===== config.mk =====
export PLATFORM = sky130hd
export DESIGN_NAME = codec_slot_if
export DESIGN_NICKNAME = d
export VERILOG_FILES = /design/src/rtl/slot_pkg.sv /design/src/rtl/slot_tx_regs.sv /design/src/rtl/slot_req_ctrl.sv /design/src/rtl/slot_rx_regs.sv /design/src/rtl/codec_slot_if.sv
export SDC_FILE = /design/constraint.sdc
export NUM_CORES = 1
export LEC_CHECK = 0
export BUFFER_PORTS_ARGS = -buffer_cell sky130_fd_sc_hd__clkbuf_2
export CELL_PAD_IN_SITES_DETAIL_PLACEMENT = 1
export CELL_PAD_IN_SITES_GLOBAL_PLACEMENT = 1
export CORE_AREA = 5 5 120 122
export CTS_BUF_LIST = sky130_fd_sc_hd__clkbuf_16
export DETAILED_ROUTE_END_ITERATION = 10
export DIE_AREA = 0 0 125 127
export HOLD_SLACK_MARGIN = 0.15
export MAX_ROUTING_LAYER = met4
export PLACE_DENSITY_LB_ADDON = 0.1
export SETUP_SLACK_MARGIN = 0.2
export SLEW_MARGIN = 25
export SYNTH_ARGS = -nofsm -noshare
export SYNTH_HDL_FRONTEND = slang
export SYNTH_HIERARCHICAL = 1
export SYNTH_SLANG_ARGS = --single-unit

===== constraint.sdc =====
create_clock -name clk_i -period 1.56 [get_ports clk_i]
set_clock_uncertainty 0.2 [all_clocks]
set_input_delay 0.234 -clock clk_i [delete_from_list [all_inputs] [get_ports clk_i]]
set_output_delay 0.234 -clock clk_i [all_outputs]
set_load 0.01 [all_outputs]

===== src/rtl/slot_pkg.sv =====
package slot_pkg;
  typedef enum logic [2:0] {
    ADDR_CMD_TX  = 3'd0,
    ADDR_DATA_TX = 3'd1,
    ADDR_CMD_RX  = 3'd2,
    ADDR_DATA_RX = 3'd3,
    ADDR_FLAGS   = 3'd4
  } slot_addr_e;

  // packed MSB first: cmd_empty lands on bit 0
  typedef struct packed {
    logic data_valid;
    logic cmd_valid;
    logic data_busy;
    logic cmd_busy;
    logic both_empty;
    logic data_empty;
    logic cmd_empty;
  } slot_flags_t;

  localparam int unsigned NUM_FLAGS = $bits(slot_flags_t);
endpackage


===== src/rtl/slot_tx_regs.sv =====
module slot_tx_regs
  import slot_pkg::*;
#(
  parameter int unsigned SLOT_W = 20
) (
  input  logic              clk_i,
  input  logic              rst_ni,
  input  logic              we_i,
  input  slot_addr_e        addr_i,
  input  logic [SLOT_W-1:0] wdata_i,
  input  logic              issue_i,
  output logic [SLOT_W-1:0] cmd_o,
  output logic [SLOT_W-1:0] data_o,
  output logic              pending_o,
  output logic              cmd_empty_o,
  output logic              data_empty_o
);
  logic cmd_wr, data_wr;
  assign cmd_wr  = we_i && (addr_i == ADDR_CMD_TX);
  assign data_wr = we_i && (addr_i == ADDR_DATA_TX);

  always_ff @(posedge clk_i or negedge rst_ni) begin
    if (!rst_ni) begin
      cmd_o        <= '0;
      data_o       <= '0;
      pending_o    <= 1'b0;
      cmd_empty_o  <= 1'b1;
      data_empty_o <= 1'b1;
    end else begin
      if (cmd_wr) cmd_o <= wdata_i;
      if (data_wr) data_o <= wdata_i;
      // a new command outranks the issue of the previous one
      if (cmd_wr) pending_o <= 1'b1;
      else if (issue_i) pending_o <= 1'b0;
      if (cmd_wr) cmd_empty_o <= 1'b0;
      else if (issue_i) cmd_empty_o <= 1'b1;
      if (data_wr) data_empty_o <= 1'b0;
      else if (issue_i) data_empty_o <= 1'b1;
    end
  end
endmodule


===== src/rtl/slot_req_ctrl.sv =====
module slot_req_ctrl #(
  parameter int unsigned SLOT_W  = 20,
  parameter int unsigned IDX_W   = 7,
  parameter int unsigned DAT_W   = 16,
  parameter int unsigned IDX_LSB = 12,
  parameter int unsigned RW_BIT  = 19
) (
  input  logic              clk_i,
  input  logic              rst_ni,
  input  logic              pending_i,
  input  logic [SLOT_W-1:0] cmd_i,
  input  logic [DAT_W-1:0]  wfield_i,
  input  logic              ack_i,
  output logic              issue_o,
  output logic              issue_read_o,
  output logic              done_read_o,
  output logic              req_o,
  output logic              we_o,
  output logic [IDX_W-1:0]  idx_o,
  output logic [DAT_W-1:0]  wdata_o,
  output logic [SLOT_W-1:0] cmd_word_o
);
  assign issue_o      = pending_i && !req_o;
  assign issue_read_o = issue_o && cmd_i[RW_BIT];
  assign done_read_o  = req_o && ack_i && !we_o;
  assign idx_o        = cmd_word_o[IDX_LSB +: IDX_W];
  assign we_o         = !cmd_word_o[RW_BIT];

  always_ff @(posedge clk_i or negedge rst_ni) begin
    if (!rst_ni) begin
      req_o      <= 1'b0;
      wdata_o    <= '0;
      cmd_word_o <= '0;
    end else if (issue_o) begin
      req_o      <= 1'b1;
      wdata_o    <= wfield_i;
      cmd_word_o <= cmd_i;
    end else if (req_o && ack_i) begin
      req_o <= 1'b0;
    end
  end
endmodule


===== src/rtl/slot_rx_regs.sv =====
module slot_rx_regs #(
  parameter int unsigned SLOT_W  = 20,
  parameter int unsigned DAT_W   = 16,
  parameter int unsigned DAT_LSB = 4,
  parameter int unsigned RW_BIT  = 19
) (
  input  logic              clk_i,
  input  logic              rst_ni,
  input  logic              issue_read_i,
  input  logic              done_read_i,
  input  logic [SLOT_W-1:0] cmd_word_i,
  input  logic [DAT_W-1:0]  rdata_i,
  input  logic              rd_clear_i,
  output logic [SLOT_W-1:0] cmd_rx_o,
  output logic [SLOT_W-1:0] data_rx_o,
  output logic              busy_o,
  output logic              valid_o
);
  localparam logic [SLOT_W-1:0] RW_MASK = ~(SLOT_W'(1) << RW_BIT);

  always_ff @(posedge clk_i or negedge rst_ni) begin
    if (!rst_ni) begin
      cmd_rx_o  <= '0;
      data_rx_o <= '0;
      busy_o    <= 1'b0;
      valid_o   <= 1'b0;
    end else begin
      if (done_read_i) begin
        cmd_rx_o  <= cmd_word_i & RW_MASK;
        data_rx_o <= SLOT_W'(rdata_i) << DAT_LSB;
      end
      if (issue_read_i) busy_o <= 1'b1;
      else if (done_read_i) busy_o <= 1'b0;
      // a completing read wins over a same-cycle clear
      if (done_read_i) valid_o <= 1'b1;
      else if (rd_clear_i) valid_o <= 1'b0;
    end
  end
endmodule


===== src/rtl/codec_slot_if.sv =====
module codec_slot_if
  import slot_pkg::*;
#(
  parameter int unsigned SLOT_W  = 20,
  parameter int unsigned IDX_W   = 7,
  parameter int unsigned DAT_W   = 16,
  parameter int unsigned IDX_LSB = 12,
  parameter int unsigned DAT_LSB = 4,
  parameter int unsigned ADDR_W  = 3
) (
  input  logic              clk_i,
  input  logic              rst_ni,
  input  logic              reg_we_i,
  input  logic              reg_re_i,
  input  logic [ADDR_W-1:0] reg_addr_i,
  input  logic [SLOT_W-1:0] reg_wdata_i,
  output logic [SLOT_W-1:0] reg_rdata_o,
  output logic              codec_req_o,
  output logic              codec_we_o,
  output logic [IDX_W-1:0]  codec_idx_o,
  output logic [DAT_W-1:0]  codec_wdata_o,
  input  logic              codec_ack_i,
  input  logic [DAT_W-1:0]  codec_rdata_i
);
  localparam int unsigned RW_BIT = SLOT_W - 1;

  slot_addr_e                addr;
  logic [SLOT_W-1:0]         cmd_q, data_q, cmd_word, cmd_rx_q, data_rx_q;
  logic                      pending, issue, issue_read, done_read;
  logic                      cmd_empty, data_empty, rx_busy, rx_valid, rd_clear;
  slot_flags_t               flags;
  logic [NUM_FLAGS-1:0]      flags_q;

  assign addr     = slot_addr_e'(reg_addr_i);
  assign rd_clear = reg_re_i && (addr == ADDR_DATA_RX);

  slot_tx_regs #(.SLOT_W(SLOT_W)) u_tx (
    .clk_i, .rst_ni,
    .we_i        (reg_we_i),
    .addr_i      (addr),
    .wdata_i     (reg_wdata_i),
    .issue_i     (issue),
    .cmd_o       (cmd_q),
    .data_o      (data_q),
    .pending_o   (pending),
    .cmd_empty_o (cmd_empty),
    .data_empty_o(data_empty)
  );

  slot_req_ctrl #(
    .SLOT_W(SLOT_W), .IDX_W(IDX_W), .DAT_W(DAT_W),
    .IDX_LSB(IDX_LSB), .RW_BIT(RW_BIT)
  ) u_req (
    .clk_i, .rst_ni,
    .pending_i   (pending),
    .cmd_i       (cmd_q),
    .wfield_i    (data_q[DAT_LSB +: DAT_W]),
    .ack_i       (codec_ack_i),
    .issue_o     (issue),
    .issue_read_o(issue_read),
    .done_read_o (done_read),
    .req_o       (codec_req_o),
    .we_o        (codec_we_o),
    .idx_o       (codec_idx_o),
    .wdata_o     (codec_wdata_o),
    .cmd_word_o  (cmd_word)
  );

  slot_rx_regs #(
    .SLOT_W(SLOT_W), .DAT_W(DAT_W), .DAT_LSB(DAT_LSB), .RW_BIT(RW_BIT)
  ) u_rx (
    .clk_i, .rst_ni,
    .issue_read_i(issue_read),
    .done_read_i (done_read),
    .cmd_word_i  (cmd_word),
    .rdata_i     (codec_rdata_i),
    .rd_clear_i  (rd_clear),
    .cmd_rx_o    (cmd_rx_q),
    .data_rx_o   (data_rx_q),
    .busy_o      (rx_busy),
    .valid_o     (rx_valid)
  );

  always_comb begin
    flags            = '0;
    flags.cmd_empty  = cmd_empty;
    flags.data_empty = data_empty;
    flags.both_empty = cmd_empty && data_empty;
    flags.cmd_busy   = rx_busy;
    flags.data_busy  = rx_busy;
    flags.cmd_valid  = rx_valid;
    flags.data_valid = rx_valid;
  end
  assign flags_q = flags;

  always_comb begin
    case (addr)
      ADDR_CMD_TX:  reg_rdata_o = cmd_q;
      ADDR_DATA_TX: reg_rdata_o = data_q;
      ADDR_CMD_RX:  reg_rdata_o = cmd_rx_q;
      ADDR_DATA_RX: reg_rdata_o = data_rx_q;
      ADDR_FLAGS:   reg_rdata_o = SLOT_W'(flags_q);
      default:      reg_rdata_o = '0;
    endcase
  end
endmodule


Word level (Yosys, flattened, before mapping):

Index checks and enable logic that the tools add are counted.

* bits of input ports: 44
* register bits: 117
* word-level logic and storage cells: 44
* output and inout bits: 45

* multiplexer cells: 12
* equal/unequal tests: 4
* reductions and logical operators: 16

Operators with widths (count)
* case mux 20 bit (5 select lines): 1
* two-way mux 1 bit: 11
* nonzero test 2 bit: 5
* logical AND 1 bit: 8
* equality test 3 x 2 -> 1 bit, second input constant: 2
* equality test 3 x 1 -> 1 bit, second input constant: 1
* equality test 3 bit, second input constant: 1
* zero test 3 bit: 1
* zero test 1 bit: 2

Logic depth before layout (Yosys ltp):

Gate-level depths: netlist of the first run.

* depth after elaboration: 4
* mapped depth: 6
* gate-level depth less buffers: 3

Modules after synthesis:

Netlist of the first run, hierarchy kept.

By module, submodules not included
* slot_tx_regs: cells each 95, area each 1641.6 µm², seq. area each 1078.5 µm², instances 1
* slot_rx_regs: cells each 86, area each 1561.5 µm², seq. area each 925.9 µm², instances 1
* slot_req_ctrl: cells each 90, area each 1531.5 µm², seq. area each 925.9 µm², instances 1
* codec_slot_if: cells each 75, area each 769.5 µm², seq. area each 0.0 µm², instances 1

Least setup slack after synthesis of the first run:

Ideal clock, no wire load.

* path type: input to output
* from: in reg_addr_i[0]
* to: out reg_rdata_o[5]
* required time: 1.126 ns
* buffers on the path: 2
* arrival time: 1.120 ns
* stages: 5
* path slack: 0.006 ns
* cell sequence: buf_6 buf_4 mux2_2 a32oi_1 o21ai_0

* longest elaborated chain between the ends: 2
* elaborated cells on any way between the ends: 6
* those cells by class: 4 x eq/ne; 1 x mux; 1 x reduce/logical

RTL lines
* start: declaration: line codec_slot_if.sv:15 `input logic [ADDR_W-1:0] reg_addr_i,`
* equality test 3 bit (tied with other cells): line codec_slot_if.sv:97 `case (addr)`
* case mux 20 bit (5 select lines) (*): line codec_slot_if.sv:97
* end: declaration: line codec_slot_if.sv:17 `output logic [SLOT_W-1:0] reg_rdata_o,`

Every way passes the cells marked *; elsewhere a longest branch is shown, timed or not.

Worst setup path in the final report of the first run:

* from: reg u_tx.data_o[19]
* to: out reg_rdata_o[19]

* longest elaborated chain between the ends: 1

RTL lines
* start: declaration: line slot_tx_regs.sv:13 `output logic [SLOT_W-1:0] data_o,`
* start signal: assignment: line slot_tx_regs.sv:31 `if (data_wr) data_o <= wdata_i;`
* case mux 20 bit (5 select lines): line codec_slot_if.sv:97

No other way between the ends.

==> results of run 1 <==
## cells by family (layout without fill, tap and decap cells)
logic type | after synthesis | after routing | share of synthesized area, %
buffers and inverters | 38 | 303 | 6.21
AOI/OAI and AO/OA | 18 | 18 | 2.46
muxes | 136 | 136 | 33.9
DFF | 117 | 117 | 53.2
and+or+nand+nor | 36 | 36 | 4.14
other | 1 | 5 | 0.0681
## final timing paths
| kind | slack (ns) | cells after the start | end |
|---|---|---|---|
| worst min register to register | 0.31 | 1 | u_req/wdata_o[10] |
| min in group clk_i | 0.31 | 1 | u_req/wdata_o[10] |
| worst min-delay path | 0.03 | 2 | u_tx/cmd_o[3] |
| worst max-delay path | -0.48 | 3 | reg_rdata_o[19] |
| max in group asynchronous | 0.60 | 3 | u_tx/cmd_empty_o |
| worst max register to register | -0.14 | 4 | u_rx/cmd_rx_o[10] |
## worst max-delay path, cell delays in order, from the launching register on
cell and delay (ns):
sky130_fd_sc_hd__dfrtp_1 0.41, sky130_fd_sc_hd__mux4_2 0.49, sky130_fd_sc_hd__nor2b_4 0.16, sky130_fd_sc_hd__buf_6 0.12
## sequential cells by signal (all words and copies together) (netlist names)
register,flops
u_tx/cmd_empty_o,1
u_tx/data_o,20
u_tx/pending_o,1
u_req/req_o,1
u_rx/data_rx_o,16
u_rx/busy_o,1
u_req/wdata_o,16
u_req/cmd_word_o,20
u_rx/valid_o,1
u_rx/cmd_rx_o,19
u_tx/cmd_o,20
u_tx/data_empty_o,1
## repair_timing
action / 4_1_cts / 5_1_grt
gates resized for setup: 52 / 93
gates cloned: 7 / 2
hold buffers: 39 / 1
pin swaps: 5 / 8
setup buffers: 38 / 30
endpoints found under the hold margin: 175 / 12
endpoints found under the setup margin: 140 / 139
## power groups by stage
stage / clock network [W] / registers, W / logic [W]
floorplan: 0 / 0.00499 / 0.00342
finish: 0.00371 / 0.00522 / 0.00740
global route: 0.00396 / 0.00535 / 0.00776
global placement: 0 / 0.00510 / 0.00455
CTS: 0.00371 / 0.00508 / 0.00635
detailed placement: 0 / 0.00514 / 0.00467
## routing by layer
metal,vias up,share of wire [%],GRT usage [%]
met2,120,52,35.0
met5,-,0,-
met4,0,1.5,7.97
met1,2096,41,28.0
li1,1743,-,-
met3,20,4.9,4.59
## cell type report
cell class                      instances  area [um^2]
Timing Repair Buffer                  266         2440
Inverter                                5         21.3
Sequential cell                       117         2930
Clock buffer                           17          425
Tap cell                              176          220
Clock inverter                         15          121
Multi-Input combinational cell        195         2670
Fill cell                            1199         4260
## metrics by stage
step / std cells / total power (W) / area [um^2]
final: 791 / 0.0163 / 8830
after global routing: 791 / 0.0171 / 8830
after CTS: 758 / 0.0151 / 8310
after detailed placement: 642 / 0.00980 / 6700
after global placement: 642 / 0.00965 / 6700
after floorplan: 350 / 0.00841 / 5860
## cells in the final DEF, fill, tap and decap left out, types with 7 or more instances in the layout
master / count
sky130_fd_sc_hd__mux2_4: 113
sky130_fd_sc_hd__dlygate4sd3_1: 40
sky130_fd_sc_hd__buf_12: 16
sky130_fd_sc_hd__nor2b_4: 14
sky130_fd_sc_hd__clkbuf_2: 44
sky130_fd_sc_hd__buf_2: 24
sky130_fd_sc_hd__buf_4: 99
sky130_fd_sc_hd__clkbuf_16: 18
sky130_fd_sc_hd__buf_16: 7
sky130_fd_sc_hd__buf_6: 29
sky130_fd_sc_hd__dfrtp_1: 114
sky130_fd_sc_hd__mux4_2: 13
==> flow_summary.json, run 1 <==
{
  "outcome": "complete, but fails checks",
  "violated_checks": "negative setup slack",
  "antenna_cells": 0,
  "grt_max_degree": 41,
  "finalHoldViolCount": 0,
  "floorplan.initialDensity_pct": 42.1,
  "drt-pass1-iter-count": 4,
  "finalCritPeriodShare_pct": 131,
  "final_core_util_pct": 67.5,
  "maximum_root_to_sink_buffer_count": 2,
  "synth.yosys.seq_area_share_pct": 53.2,
  "die_width_um": 125,
  "dp_worst_setup_slack_ns": -0.278,
  "hpwlAfterDp_um": 9280,
  "setup_tns_ns": -13.63,
  "grt.overflow.total": 0,
  "min_period_ns": 2.04,
  "buffer_ports.inserted": 88,
  "timing.fmax_ghz": 0.491,
  "first_iter_violations": 276,
  "critical_path.reg2reg.startpoint": "u_req/cmd_word_o[19]",
  "synth.most_common_cell": "sky130_fd_sc_hd__dfrtp_1",
  "critical_path_end_type": "primary output",
  "synth_enable_flop_cells": 0,
  "clk_root_buffer_cell": "sky130_fd_sc_hd__clkbuf_16",
  "insertion_delay_ns": 0.43,
  "num_io_pins": 89,
  "timing.critical_path.required_ns": 1.13,
  "seq_power_share_pct": 31.9,
  "synth.top_cells.by_area": "sky130_fd_sc_hd__dfrtp_1 (52%), sky130_fd_sc_hd__mux2_2 (14%), sky130_fd_sc_hd__mux2_4 (13%), sky130_fd_sc_hd__mux4_2 (4.1%), sky130_fd_sc_hd__buf_4 (2.0%)",
  "cts-htree-levels": 4,
  "areaGrowthSynthToFinish_pct": 60.4,
  "postSynth.asyncResetShare_pct": 100,
  "die_height_um": 127,
  "grt_first_pass_wirelength_um": 25600,
  "cts_tree": "built",
  "internal-power_w": 0.0115,
  "mean_area_per_synthesized_cell_um2": 15.9,
  "pwr_density_cell_nw_per_um2": 1850,
  "critPathArrivalTime_ns": 1.60,
  "vias_per_cell": 5.03,
  "clkTransAtPathRegs_ns": 0.06,
  "placer_congestion_estimate": 0.723,
  "peakVddDrop_v": 0.00145,
  "static-leakage-power_nw": 4.25,
  "dieArea_um2": 15900,
  "critPathMaxFanout": 2,
  "route.antenna.remaining_nets": 0,
  "fin_ws_ns": -0.479,
  "crit_path_start_kind": "flip-flop",
  "synth_largest_type_area_fraction_pct": 52.3,
  "cell_area_after_synthesis_um2": 5500,
  "cts_inserted_buffers": 17,
  "unrepaired_setup_endpoints_after_global_routing": "yes",
  "routed_wl_um": 18900,
  "netSwitchingPower_w": 0.00483,
  "drt-wirelength-per-cell_um": 23.9,
  "power_frac_comb_pct": 45.3,
  "final_nets": 646,
  "grt_antenna_before_repair": 0,
  "yosys-top-cells-count": "sky130_fd_sc_hd__dfrtp_1 (115), sky130_fd_sc_hd__mux2_2 (67), sky130_fd_sc_hd__mux2_4 (49)",
  "drc": 0,
  "commonest_register_cell_after_synthesis": "sky130_fd_sc_hd__dfrtp_1",
  "power.switching_fraction_pct": 29.6,
  "cts_sinks": 117,
  "grt_total_usage_pct": 21.9,
  "number_of_global_route_vias_before_repair": 4297,
  "gate_count_of_the_mapped_netlist": 346,
  "synth.distinct_cells": 38,
  "final_layout_size_suffix_gt1_share_pct": 68.8,
  "synth-seq-cells": 117,
  "setup.worst_path.start": "u_tx/data_o[19]",
  "clock_power_share_pct": 22.7,
  "setup.worst_path.class": "flip-flop to primary output",
  "core_area_um2": 13100,
  "routed-via-count": 3979,
  "row_count": 42,
  "timing.max_cap.violations": 0,
  "setup_viol": 87,
  "holdWs_ns": 0.0301,
  "drv_slew": 0,
  "synth.largest_area_cell": "sky130_fd_sc_hd__dfrtp_1",
  "ys.warnings.count": 6,
  "worst_hold_path_type": "input port to asynchronous set/reset pin"
}
Power figures use the tool's default switching activity.
==> run 2: changes to the inputs <==
==> constraint.sdc (replaced) <==
create_clock -name clk_i -period 1.56 [get_ports clk_i]
set_clock_uncertainty 0.2 [all_clocks]
set_input_delay 0.39 -clock clk_i [delete_from_list [all_inputs] [get_ports clk_i]]
set_output_delay 0.39 -clock clk_i [all_outputs]
set_load 0.01 [all_outputs]
==> flow_summary.json, run 2 (synthesis results as in run 1) <==
{
  "crit_path_start_kind": "flip-flop",
  "grt_util_met2_pct": 43.0,
  "floorplan.initialDensity_pct": 42.1,
  "dieArea_um2": 15900,
  "min_period_ns": 2.22,
  "grt.overflow.total": 0,
  "critical_path_end_type": "primary output",
  "insertion_delay_ns": 0.42,
  "areaGrowthSynthToFinish_pct": 68.2,
  "drt-pass1-iter-count": 4,
  "hpwlAfterDp_um": 9740,
  "final_layout_size_suffix_gt1_share_pct": 68.8,
  "finalHoldViolCount": 0,
  "first_iter_violations": 177,
  "critPathArrivalTime_ns": 1.63,
  "num_io_pins": 89,
  "finalCritPeriodShare_pct": 142,
  "ff_latch_area_um2": 2930,
  "vias_per_cell": 5.04,
  "most_crowded_layer_after_global_routing": "met2",
  "multi_input_combinational_cell_area_um2": 2670,
  "grt_util_met1_pct": 29.5,
  "outcome": "complete, but fails checks",
  "crit_path_cell_trace": "mux4_2 > nor2b_4 > buf_6",
  "placed_instance_area_um2": 6990,
  "final_design_area_no_fill_um2": 9260,
  "cts_inserted_buffers": 17,
  "largest_registers": "u_req/cmd_word_o x20, u_tx/cmd_o x20, u_tx/data_o x20",
  "cts_sinks": 117,
  "drv_slew": 0,
  "peakVddDrop_v": 0.00103,
  "fin_ws_ns": -0.656,
  "fraction_of_met3_tracks_used_by_global_routing_pct": 6.18,
  "holdWs_ns": 0.232,
  "die_width_um": 125,
  "routed-via-count": 4103,
  "grt_max_degree": 28,
  "timing.fmax_ghz": 0.451,
  "route.antenna.remaining_nets": 0,
  "timing.max_cap.violations": 0,
  "placer_congestion_estimate": 0.767,
  "final_nets": 669,
  "number_of_global_route_vias_before_repair": 4721,
  "grt_antenna_before_repair": 0,
  "buffer_ports.inserted": 88,
  "core_area_um2": 13100,
  "worst_hold_path_type": "input port to asynchronous set/reset pin",
  "drt-wirelength-per-cell_um": 25.2,
  "most_used_cells_in_the_layout_excluding_fill_and_tap_cells": "sky130_fd_sc_hd__mux2_4 (115), sky130_fd_sc_hd__dfrtp_1 (115), sky130_fd_sc_hd__buf_4 (107)",
  "routed_wl_um": 20500,
  "cts_tree": "built",
  "slowest_delay_ns": 0.51,
  "grt_total_usage_pct": 25.2,
  "violated_checks": "negative setup slack",
  "antenna_cells": 0,
  "clk_root_buffer_cell": "sky130_fd_sc_hd__clkbuf_16",
  "critical_path.slowest_cell": "sky130_fd_sc_hd__mux4_2",
  "row_count": 42,
  "drc": 0,
  "grt_first_pass_wirelength_um": 29100,
  "fill_cells": 1157,
  "maximum_root_to_sink_buffer_count": 2,
  "clkTransAtPathRegs_ns": 0.06,
  "setup.worst_path.class": "flip-flop to primary output",
  "critPathMaxFanout": 2,
  "setup_viol": 126,
  "pwr_density_cell_nw_per_um2": 1830,
  "static-leakage-power_nw": 4.47,
  "timing.critical_path.required_ns": 0.97,
  "cts-htree-levels": 4,
  "unrepaired_setup_endpoints_after_global_routing": "yes",
  "die_height_um": 127
}
==> run 2: metrics by stage <==
step / util [%] / setup WS [ns] / total power (W) / cells / TNS (ns)
finish: 70.7 / -0.656 / 0.0169 / 814 / -22.23
global placement: 53.4 / -0.555 / 0.0102 / 659 / -31.15
floorplan: - / -0.270 / 0.00862 / 350 / -5.89
detailed placement: 53.4 / -0.576 / 0.0103 / 659 / -33.37
CTS: 67.2 / -0.616 / 0.0157 / 785 / -15.97
global route: 70.7 / -0.697 / 0.0176 / 814 / -24.72
==> run 2: worst max-delay path: cells and delay by family, from the launching register on <==
family | cells | cell delay (ns)
muxes | 1 | 0.51
DFF | 1 | 0.41
and+or+nand+nor | 1 | 0.16
buffers and inverters | 1 | 0.12
==> run 2: area by class of cell <==
cell class	count	area share [%]
sequential	117	31.7
timing repair buffer	289	30.8
multi-input combinational	195	28.8
clock buffer	17	4.60
tap	176	2.38
clock inverter	15	1.46
inverter	5	0.284
==> run 2: per-layer routing <==
metal,vias to the layer above,part of all wire (%)
met5,-,0
met4,0,1.7
met3,27,4.0
met2,112,54
met1,2170,40
li1,1794,-
==> run 2: worst paths after layout <==
path,end,cells after the start,slack [ns],start
hold reg to reg,u_req/wdata_o[9],1,0.31,u_req/wdata_o[9]
max in group asynchronous,u_rx/cmd_rx_o[0],3,0.42,rst_ni
hold / removal,u_rx/cmd_rx_o[1],2,0.23,rst_ni
setup reg to reg,u_req/wdata_o[2],6,-0.20,u_req/req_o
min in group clk_i,u_rx/valid_o,4,0.30,reg_addr_i[0]
setup / recovery,reg_rdata_o[18],3,-0.66,u_rx/data_rx_o[18]
==> run 2: power by group <==
| group | internal [W] | switching, W |
|---|---|---|
| Combinational | 0.00521 | 0.00264 |
| Sequential | 0.00431 | 0.000907 |
| Clock | 0.00243 | 0.00139 |
==> run 2: what timing repair did <==
action	in CTS	in global routing
pin swaps	7	8
buffers inserted	44	29
hold buffers	39	0
resized for setup	46	81
gates cloned	11	0
setup endpoints to repair	159	161
hold endpoints to repair	175	0
